<file path="src/rtl/sup_pkg.sv">
package sup_pkg;

  // Reset causes that feed the pulse stretcher.
  typedef struct packed {
    logic supply;
    logic manual;
    logic watchdog;
  } rst_cause_t;

endpackage

</file>
<file path="src/rtl/sup_sync.sv">
module sup_sync #(
  parameter int              WIDTH   = 1,
  parameter int              STAGES  = 2,
  parameter logic [WIDTH-1:0] RST_VAL = '0
) (
  input  logic             clk,
  input  logic             arst_n,
  input  logic [WIDTH-1:0] d,
  output logic [WIDTH-1:0] q
);

  logic [STAGES-1:0][WIDTH-1:0] chain_q;
  logic [STAGES-1:0][WIDTH-1:0] chain_d;

  always_comb begin
    chain_d[0] = d;
    for (int i = 1; i < STAGES; i++) begin
      chain_d[i] = chain_q[i-1];
    end
  end

  always_ff @(posedge clk or negedge arst_n) begin
    if (!arst_n) begin
      for (int i = 0; i < STAGES; i++) begin
        chain_q[i] <= RST_VAL;
      end
    end else begin
      chain_q <= chain_d;
    end
  end

  assign q = chain_q[STAGES-1];

endmodule

</file>
<file path="src/rtl/sup_mr_filter.sv">
module sup_mr_filter #(
  parameter int FILT_CYC = 8
) (
  input  logic clk,
  input  logic arst_n,
  input  logic mr_n_s,
  output logic mr_active
);

  localparam int CW = (FILT_CYC > 1) ? $clog2(FILT_CYC) : 1;
  localparam logic [CW-1:0] LAST = CW'(FILT_CYC - 1);

  logic [CW-1:0] low_cnt_q, low_cnt_d;
  logic          act_q, act_d;

  always_comb begin
    low_cnt_d = low_cnt_q;
    act_d     = act_q;
    if (mr_n_s) begin
      low_cnt_d = '0;
      act_d     = 1'b0;
    end else if (!act_q) begin
      if (low_cnt_q == LAST) begin
        act_d = 1'b1;
      end else begin
        low_cnt_d = low_cnt_q + CW'(1);
      end
    end
  end

  always_ff @(posedge clk or negedge arst_n) begin
    if (!arst_n) begin
      low_cnt_q <= '0;
      act_q     <= 1'b0;
    end else begin
      low_cnt_q <= low_cnt_d;
      act_q     <= act_d;
    end
  end

  assign mr_active = act_q;

  // activation only after the low level has lasted the full filter time
  assert_mr_persist_R8: assert property (@(posedge clk) disable iff (!arst_n)
    $rose(act_q) |-> ($past(low_cnt_q) == LAST) && !$past(mr_n_s));

  // a high level on the line drops the request on the next edge
  assert_mr_release_R3: assert property (@(posedge clk) disable iff (!arst_n)
    mr_n_s |=> !act_q);

endmodule

</file>
<file path="src/rtl/sup_watchdog.sv">
module sup_watchdog #(
  parameter int TIMEOUT_CYC = 1000
) (
  input  logic clk,
  input  logic arst_n,
  input  logic kick_s,
  input  logic enable,
  input  logic hold,
  output logic expired
);

  localparam int CW = (TIMEOUT_CYC > 1) ? $clog2(TIMEOUT_CYC) : 1;
  localparam logic [CW-1:0] LAST = CW'(TIMEOUT_CYC - 1);

  logic [CW-1:0] cnt_q, cnt_d;
  logic          kick_q;
  logic          exp_q, exp_d;
  logic          kick_edge;

  assign kick_edge = kick_s ^ kick_q;

  always_comb begin
    cnt_d = cnt_q + CW'(1);
    exp_d = 1'b0;
    if (hold || !enable || kick_edge) begin
      cnt_d = '0;
    end else if (cnt_q == LAST) begin
      cnt_d = '0;
      exp_d = 1'b1;
    end
  end

  always_ff @(posedge clk or negedge arst_n) begin
    if (!arst_n) begin
      cnt_q  <= '0;
      kick_q <= 1'b0;
      exp_q  <= 1'b0;
    end else begin
      cnt_q  <= cnt_d;
      kick_q <= kick_s;
      exp_q  <= exp_d;
    end
  end

  assign expired = exp_q;

  // counter frozen at zero while reset is asserted
  assert_wd_frozen_R6: assert property (@(posedge clk) disable iff (!arst_n)
    hold |=> (cnt_q == '0) && !exp_q);

  // disabled watchdog never expires
  assert_wd_disabled_R7: assert property (@(posedge clk) disable iff (!arst_n)
    !enable |=> (cnt_q == '0) && !exp_q);

  // either kick direction restarts the count
  assert_wd_kick_clears_R5: assert property (@(posedge clk) disable iff (!arst_n)
    (kick_s != kick_q) |=> (cnt_q == '0) && !exp_q);

  // expiry only after the full count
  assert_wd_full_count_R4: assert property (@(posedge clk) disable iff (!arst_n)
    exp_q |-> $past(cnt_q) == LAST);

endmodule

</file>
<file path="src/rtl/sup_stretch.sv">
module sup_stretch
  import sup_pkg::*;
#(
  parameter int HOLD_CYC = 200
) (
  input  logic       clk,
  input  logic       arst_n,
  input  rst_cause_t cause,
  output logic       rst_active
);

  localparam int CW = (HOLD_CYC > 1) ? $clog2(HOLD_CYC) : 1;
  localparam logic [CW-1:0] LAST = CW'(HOLD_CYC - 1);

  logic [CW-1:0] hold_cnt_q, hold_cnt_d;
  logic          rst_q, rst_d;
  logic          any_cause;

  assign any_cause = |cause;

  always_comb begin
    hold_cnt_d = hold_cnt_q;
    rst_d      = rst_q;
    if (any_cause) begin
      hold_cnt_d = '0;
      rst_d      = 1'b1;
    end else if (rst_q) begin
      if (hold_cnt_q == LAST) begin
        hold_cnt_d = '0;
        rst_d      = 1'b0;
      end else begin
        hold_cnt_d = hold_cnt_q + CW'(1);
      end
    end
  end

  always_ff @(posedge clk or negedge arst_n) begin
    if (!arst_n) begin
      hold_cnt_q <= '0;
      rst_q      <= 1'b1;
    end else begin
      hold_cnt_q <= hold_cnt_d;
      rst_q      <= rst_d;
    end
  end

  assign rst_active = rst_q;

  // any cause forces reset on the next edge
  assert_cause_forces_reset_R1: assert property (@(posedge clk) disable iff (!arst_n)
    any_cause |=> rst_q);

  // release only after the full hold with no cause present
  assert_release_after_hold_R2: assert property (@(posedge clk) disable iff (!arst_n)
    $fell(rst_q) |-> ($past(hold_cnt_q) == LAST) && !$past(any_cause));

  // a cause during the hold restarts the count
  assert_hold_restart_R10: assert property (@(posedge clk) disable iff (!arst_n)
    any_cause |=> hold_cnt_q == '0);

endmodule

</file>
<file path="src/rtl/reset_supervisor.sv">
module reset_supervisor
  import sup_pkg::*;
#(
  parameter int SYNC_STAGES    = 2,
  parameter int MR_FILT_CYC    = 8,
  parameter int WD_TIMEOUT_CYC = 1000,
  parameter int RST_HOLD_CYC   = 200
) (
  input  logic clk,
  input  logic arst_n,
  input  logic supply_low,
  input  logic man_rst_n,
  input  logic wd_kick,
  input  logic wd_enable,
  output logic rst_out,
  output logic rst_out_n
);

  localparam int NUM_IN = 3;
  // bit order {supply_low, man_rst_n, wd_kick}; idle values supply ok, button released
  localparam logic [NUM_IN-1:0] IN_IDLE = 3'b010;

  logic [NUM_IN-1:0] in_s;
  logic              supply_low_s;
  logic              man_rst_n_s;
  logic              wd_kick_s;
  logic              mr_active;
  logic              wd_expired;
  logic              rst_active;
  rst_cause_t        cause;

  sup_sync #(
    .WIDTH  (NUM_IN),
    .STAGES (SYNC_STAGES),
    .RST_VAL(IN_IDLE)
  ) u_sync (
    .clk   (clk),
    .arst_n(arst_n),
    .d     ({supply_low, man_rst_n, wd_kick}),
    .q     (in_s)
  );

  assign supply_low_s = in_s[2];
  assign man_rst_n_s  = in_s[1];
  assign wd_kick_s    = in_s[0];

  sup_mr_filter #(
    .FILT_CYC(MR_FILT_CYC)
  ) u_mr_filter (
    .clk      (clk),
    .arst_n   (arst_n),
    .mr_n_s   (man_rst_n_s),
    .mr_active(mr_active)
  );

  sup_watchdog #(
    .TIMEOUT_CYC(WD_TIMEOUT_CYC)
  ) u_watchdog (
    .clk    (clk),
    .arst_n (arst_n),
    .kick_s (wd_kick_s),
    .enable (wd_enable),
    .hold   (rst_active),
    .expired(wd_expired)
  );

  always_comb begin
    cause.supply   = supply_low_s;
    cause.manual   = mr_active;
    cause.watchdog = wd_expired;
  end

  sup_stretch #(
    .HOLD_CYC(RST_HOLD_CYC)
  ) u_stretch (
    .clk       (clk),
    .arst_n    (arst_n),
    .cause     (cause),
    .rst_active(rst_active)
  );

  assign rst_out   = rst_active;
  assign rst_out_n = ~rst_active;

  // reset is held while the block reset is applied and on the first edge after it
  assert_poweron_asserted_R11: assert property (@(posedge clk)
    $rose(arst_n) |-> rst_out);

endmodule

</file>
<file path="config.mk">
export PLATFORM = sky130hd
export DESIGN_NAME = reset_supervisor
export DESIGN_NICKNAME = d
export VERILOG_FILES = /design/src/rtl/sup_pkg.sv /design/src/rtl/sup_sync.sv /design/src/rtl/sup_mr_filter.sv /design/src/rtl/sup_watchdog.sv /design/src/rtl/sup_stretch.sv /design/src/rtl/reset_supervisor.sv
export SDC_FILE = /design/constraint.sdc
export NUM_CORES = 1
export LEC_CHECK = 0
export BUFFER_PORTS_ARGS = -buffer_cell sky130_fd_sc_hd__buf_4
export CORE_MARGIN = 10
export CORE_UTILIZATION = 63
export DETAILED_ROUTE_END_ITERATION = 10
export HOLD_SLACK_MARGIN = 0.1
export PLACE_DENSITY = 0.93
export SLEW_MARGIN = 15
export SYNTH_ARGS = -nofsm -noshare
export SYNTH_HDL_FRONTEND = slang
export SYNTH_HIERARCHICAL = 1
export SYNTH_SLANG_ARGS = --single-unit
</file>
<file path="constraint.sdc">
create_clock -name clk -period 4.1 [get_ports clk]
set_input_delay 0.41 -clock clk [delete_from_list [all_inputs] [get_ports clk]]
set_output_delay 0.41 -clock clk [all_outputs]
set_load 0.03 [all_outputs]
</file>
# == Word-level counts from Yosys, hierarchy flattened ==
# Cells that the tools add are included.
# Widths: inputs -> output; s select.
# totals
regBits,31
wordCells,41
input_bits,6
output_inout_bits,2
# op_classes
bitwise,2
mux,16
add_sub_neg,3
eq_ne,5
n_reduce_logical,6
# op_table
operator,count
$mux 8,3
$mux 10,2
$add 10x1->10 const B,1
$eq 10x10->1 const B,1
$mux 3,3
$add 8x1->8 const B,1
$eq 8x8->1 const B,1
$mux 1,8
$ne 2x2->1 const B,2
$add 3x1->3 const B,1
$eq 3x3->1 const B,1
$reduce_or 3->1,1
$logic_or 1x1->1,2
$reduce_and 2->1,1
$reduce_bool 2->1,1
$logic_not 1->1,1
$not 1->1,1
$xor 1x1->1,1

# == Depth between registers and ports, before layout ==
# Gate-level depths: netlist (run 1).
# logic_depth
depth_word,4
depth_mapped,6
mapped_depth_nobuf,5

# == By module ==
# The synthesis (run 1) kept the hierarchy.
# modules_own_cells
module,area_per_inst_um2,seq_area_each_um2,cells_each,n_inst
sup_watchdog,556.8,300.3,52,1
sup_stretch,515.5,226.5,53,1
sup_mr_filter,186.4,100.1,17,1
sup_sync,152.6,152.6,6,1
reset_supervisor,3.8,0.0,1,1

# == Worst setup path before layout (run 1) ==
# OpenSTA, ideal clock, no wires.
# synth_timing
path_type,register -> register
startpoint,register u_stretch.rst_q (netlist: u_stretch/rst_active)
endpoint,register u_stretch.hold_cnt_q[7]
synth_period_minus_slack_ns,1.717
required_time_ns,4.018
path_slack_ns,2.383
path_stages_with_launch,6
setup_ns,0.082
path_buffers,1
arrival_ns,1.635
cell_sequence,dfstp_2 or4b_1 a21oi_2 buf_6 o21ai_2 a31oi_1
# synth_via
elab_chain_cells,1
# synth_lines
item,line_no,text
from (decl),sup_stretch.sv:16,"logic rst_q, rst_d;"
from (signal assigned),sup_stretch.sv:43,rst_q <= rst_d;
$reduce_bool 2->1 (no source line),n/a,
to (signal assigned),sup_stretch.sv:42,hold_cnt_q <= hold_cnt_d;
to (decl),sup_stretch.sv:15,"logic [CW-1:0] hold_cnt_q, hold_cnt_d;"
# Every way passes these cells.
# A chain may end at the register's enable or synchronous reset.

# == Worst setup path after layout (run 1) ==
# layout_timing
startpoint,register u_stretch.rst_q (netlist: u_stretch/rst_active)
endpoint,register u_stretch.hold_cnt_q[4]
# Same word-level chain as after synthesis.

==> impl_metrics.toml, run 1 <==
[outcome]
status = "finished clean"

[grt]
grt_pass1_vias = 1048
grt.overflow.total = 0
grt_pass1_wl_mm = 4.50
antenna_found_initial = 0
grt.total_usage = 0.133
grt_max_degree = 32

[layout]
ff_latch_area_um2 = 779
n_fill_cell = 164
multi_input_area_um2 = 606
nNetsFinal = 152
diodes = 0
drive_gt1_frac = 0.169
fin_area_mm2 = 0.00155
utilization = 0.716
fin_cells = 170
area_growth_pct = 9.81
final_cell_mix = "28 x dfrtp_1, 13 x nand2_1, 11 x nor2_1, 7 x buf_4, 7 x a31oi_1"
layout_commonest_cell = "dfrtp_1"

[clocking]
path_clk_slew_ps = 100
clk_latency_ps = 340
htree_levels = 2
cts_tree = "built"
post_cts_buffers = 0
clockBufferDepth = 2
clockRootBuffer = "clkbuf_4"
cts_buffers = 5
clock_sinks = 31

[setup_path]
worstPathRequired_ps = 4350
worst_path_max_delay_cell = "dfstp_2"
arrival_ps = 2220
cp_cell_sequence = "or4b_1 -> a21oi_2 -> a41oi_1 -> a31oi_1"
cp-start-kind = "register"
slowest_delay_ps = 580
r2r_cells = 4
cp_top_family = "compound AO/OA/AOI/OAI gates"
worst-path-stages = 4
crit_type = "reg -> reg"
critPathBufInv = 0
crit_fanout = 14
cp-end-kind = "register"

[timing]
worst_pin_slew_ps = 771
holdWs_ps = 163
post-route-period-util = 0.481
slew_headroom = 0.481
min_period_ps = 1970
clock.fmax_ghz = 0.508
rsz0062_at_grt = "false"
setup_viol = 0
finalMaxSlewViolations = 0
tns_ps = 0
fin_skew_ps = 12.6
hold_violations = 0

[placement]
port_buffers = 7
dpl_cell_area_mm2 = 0.00148
dp.cells = 161
hpwl_mm = 1.80
gp_congestion = 0.800

[routing]
ant_nets = 0
vias = 1051
drt_iter0_drc = 96
first_pass_iters = 5
wl_per_cell_um = 15.1
vias_per_cell = 6.18
routed_wirelength_mm = 2.56
drc = 0

[die]
boundaryPins = 8
initial_core_util = 0.652
dieHeight_um = 67.4
placement_rows = 17
die_area_mm2 = 0.00454
coreArea_mm2 = 0.00217
die_w_um = 67.4

[synth]
avgSynthCellArea_um2 = 11.0
synthesis.area_mm2 = 0.00142
yosys_warnings = 6
synth-edff-count = 0
synth.distinct_cells = 39
syn-instance-count = 129
ys_seq_area_frac = 0.551
async_reset_ff_frac = 1.00
synth_seq_cells = 31
syn-num-nets = 140
synth-main-ff-cell = "dfrtp_1"

[pwr]
ir_worst_vdd_v = 0.000255
cellPowerDensity_mw_per_mm2 = 351
p_leak_uw = 0.000699

[hold_path]
hp-class = "in -> reg"
hold_depth = 1

[run]
maxCapViolCount = 0
-- cells by family after synthesis --
logic type / count (synthesis) / share of synthesized area
adders and majority gates: 5 / 0.0442
DFF: 31 / 0.551
buffers and inverters: 6 / 0.0212
AOI/OAI and AO/OA: 23 / 0.107
xor gates and xnor gates: 7 / 0.0433
muxes: 1 / 0.00796
and+or+nand+nor: 56 / 0.225
-- final cells by class --
class,instances,share of cell area
flip-flops and latches,31,0.502
multi-input cells,92,0.390
repair buffers,8,0.0403
clock buffers,7,0.0354
well taps,28,0.0225
inverters,3,0.00725
clock inverters,1,0.00322
-- report_power, final --
group | internal, µW | switching, µW | total, µW
Combinational | 15.2 | 15.6 | 30.8
Clock | 83.0 | 105 | 188
Sequential | 317 | 10.9 | 328
-- worst reg2reg max path, stage by stage, from the launching register on --
cell     delay [ps]
dfstp_2         580
or4b_1          470
a21oi_2         460
a41oi_1         190
a31oi_1         180
-- synth_stat cells (2+ instances only) --
cell      count  share of area
dfrtp_1      28           0.50
nand2_1      13          0.034
nor2_1       11          0.029
a31oi_1       7          0.031
nand3_1       6          0.021
a21oi_1       5          0.018
ha_1          5          0.044
xnor2_1       4          0.025
and3_1        3          0.013
dfstp_2       3          0.056
inv_1         3         0.0080
nand3b_1      3          0.016
nand4_1       3          0.013
o21ai_0       3          0.011
or3_1         3          0.013
xor2_1        3          0.019
clkbuf_1      2         0.0053
nor3_1        2         0.0071
or3b_1        2          0.012
-- path summary, 6_finish.rpt --
kind	from	to	slack, ps
worst max-delay path	u_stretch/rst_active	u_stretch/hold_cnt_q[4]	2130
worst min-delay path	man_rst_n	u_sync/chain_d[4]	160
worst max register to register	u_stretch/rst_active	u_stretch/hold_cnt_q[4]	2130
worst min register to register	u_sync/chain_d[3]	u_sync/q[0]	360
max in group asynchronous	arst_n	u_stretch/rst_active	3260
min in group asynchronous	arst_n	u_sync/q[0]	520
-- registers in the layout, summed over array words and instances, names as in the netlist --
register,cells
u_mr_filter/mr_active,1
u_watchdog/kick_q,1
u_stretch/rst_active,1
u_mr_filter/low_cnt_q,3
u_watchdog/cnt_q,10
u_watchdog/expired,1
u_sync/q,3
u_stretch/hold_cnt_q,8
u_sync/chain_d,3
-- routing by layer --
layer	up-vias	share of wire	track usage	wire, µm
met5	-	0	0	0
li1	495	-	-	-
met2	36	0.50	0.223	1280
met1	505	0.40	0.131	1030
met4	0	0.044	0.105	113
met3	15	0.052	0.0479	133
-- per-stage QoR --
stage	total power, µW	setup WS, ps
finish	546	2130
CTS	550	2150
floorplan	350	2380
detailed placement	364	2190
global placement	360	2290
global route	571	1970
-- repair_timing --
action | CTS | global route
hold endpoints to repair | 28 | 0
hold buffers | 1 | 0
gates resized for setup | 0 | 0
Power figures use the tool's default switching activity.
==> run 2: changes to the inputs <==
--- a/config.mk
+++ b/config.mk
@@ -7,10 +7,10 @@
 export LEC_CHECK = 0
 export BUFFER_PORTS_ARGS = -buffer_cell sky130_fd_sc_hd__buf_4
 export CORE_MARGIN = 10
-export CORE_UTILIZATION = 63
+export CORE_UTILIZATION = 53
 export DETAILED_ROUTE_END_ITERATION = 10
 export HOLD_SLACK_MARGIN = 0.1
-export PLACE_DENSITY = 0.93
+export PLACE_DENSITY = 0.85
 export SLEW_MARGIN = 15
 export SYNTH_ARGS = -nofsm -noshare
 export SYNTH_HDL_FRONTEND = slang
==> constraint.sdc (replaced) <==
create_clock -name clk -period 1.6 [get_ports clk]
set_input_delay 0.16 -clock clk [delete_from_list [all_inputs] [get_ports clk]]
set_output_delay 0.16 -clock clk [all_outputs]
set_load 0.03 [all_outputs]
==> impl_metrics.toml, run 2 (same netlist as run 1, synthesis figures left out) <==
[layout]
largest_register_ff_count = 10
drive_gt1_frac = 0.284
top_regs = "u_watchdog/cnt_q: 10 flops, u_stretch/hold_cnt_q: 8 flops"
final_cell_mix = "28 x dfrtp_1, 23 x buf_4, 13 x nand2_1, 11 x nor2_1, 7 x a31oi_1"
nNetsFinal = 172
utilization = 0.700
n_fill_cell = 190
multi_input_area_um2 = 663
area_growth_pct = 24.8
layout_commonest_cell = "dfrtp_1"
ff_latch_area_um2 = 779
diodes = 0
regMostFlops = "u_watchdog/cnt_q"

[die]
die_w_um = 71.7
placement_rows = 18
dieHeight_um = 71.7
boundaryPins = 8
die_area_mm2 = 0.00514
initial_core_util = 0.561
coreArea_mm2 = 0.00252

[clocking]
htree_levels = 2
clock_sinks = 31
clk_latency_ps = 320
clockBufferDepth = 2
path_clk_slew_ps = 100
cts_buffers = 5
clockRootBuffer = "clkbuf_4"
cts_tree = "built"

[placement]
hpwl_mm = 1.94
port_buffers = 7
gp_congestion = 0.877

[timing]
min_period_ps = 1620
slew_headroom = 0.748
worst_pin_slew_ps = 378
holdWs_ps = 253
worst_slack_ps = -18.9
finalMaxSlewViolations = 0
fin_skew_ps = 17.3
clock.fmax_ghz = 0.618
hold_violations = 0
tns_ps = -18.9
rsz0062_at_grt = "true"
post-route-period-util = 1.01
setup_viol = 1

[routing]
first_pass_iters = 4
ant_nets = 0
drc = 0
vias_per_cell = 5.70
vias = 1095
wl_per_cell_um = 14.9
drt_iter0_drc = 89
routed_wirelength_mm = 2.86

[hold_path]
hp-class = "in -> reg"

[pwr]
ir_worst_vdd_v = 0.00108
cellPowerDensity_mw_per_mm2 = 775
p_total_uw = 1370
p_leak_uw = 0.000795

[grt]
grt.total_usage = 0.115
antenna_found_initial = 0
grt_pass1_wl_mm = 4.80
grt_pass1_vias = 1105
met3_usage = 0.0427
grt.overflow.total = 0
grt_max_degree = 32
use_met2 = 0.204
grt-busiest-layer = "met2"
use_met1 = 0.117

[setup_path]
cp-end-kind = "register"
worstPathRequired_ps = 1850
crit_fanout = 7
arrival_ps = 1870
cp-start-kind = "register"
crit_type = "reg -> reg"

[outcome]
failed_checks = "setup timing"
status = "finished with violations"

[run]
maxCapViolCount = 0
## run 2: final timing paths
check	start	to	slack, ps	cells past startpoint
worst max-delay path	u_stretch/rst_active	u_stretch/hold_cnt_q[4]	-20	5
worst min-delay path	wd_enable	u_watchdog/cnt_q[9]	250	4
worst max register to register	u_stretch/rst_active	u_stretch/hold_cnt_q[4]	-20	5
worst min register to register	u_sync/chain_d[3]	u_sync/q[0]	360	0
max in group asynchronous	arst_n	u_sync/q[1]	980	2
min in group asynchronous	arst_n	u_stretch/hold_cnt_q[4]	280	2
## run 2: power by group
| part | total, µW | switching, µW | internal, µW |
|---|---|---|---|
| sequential | 830 | 18.8 | 812 |
| combinational | 119 | 57.3 | 61.7 |
| clock | 418 | 247 | 171 |
| total | 1370 | 323 | 1040 |
## run 2: cell type report
type | count | area share
Timing Repair Buffer | 28 | 0.127
Inverter | 3 | 0.00638
Clock inverter | 1 | 0.00283
Multi-Input combinational cell | 92 | 0.376
Tap cell | 30 | 0.0213
Clock buffer | 7 | 0.0255
Sequential cell | 31 | 0.442
## run 2: worst max-delay path: stages, from the launching register on
cell	delay [ps]
dfstp_2	540
or4b_4	460
a21oi_4	140
buf_6	140
a41oi_2	80
a31oi_1	180
## run 2: what timing repair did
action                     CTS  global route
setup endpoints to repair    2            14
buffers inserted             0             2
pin swaps                    1             0
hold buffers                 4             0
resized for setup            7             2
hold endpoints to repair    34             0
## run 2: layer usage
metal,wire length (µm),up-vias
met2,1450,37
met1,1220,521
met4,40,0
met5,0,-
met3,145,8
li1,-,529
## run 2: through the flow
stage / cell area (µm²) / std cells / setup WS (ps)
2_1_floorplan: 1420 / 129 / -112
6_report: 1770 / 192 / -18.9
3_5_place_dp: 1600 / 178 / -63.9
5_1_grt: 1770 / 192 / -68.3
3_3_place_gp: 1600 / 178 / 31.5
4_1_cts: 1730 / 190 / -2.88
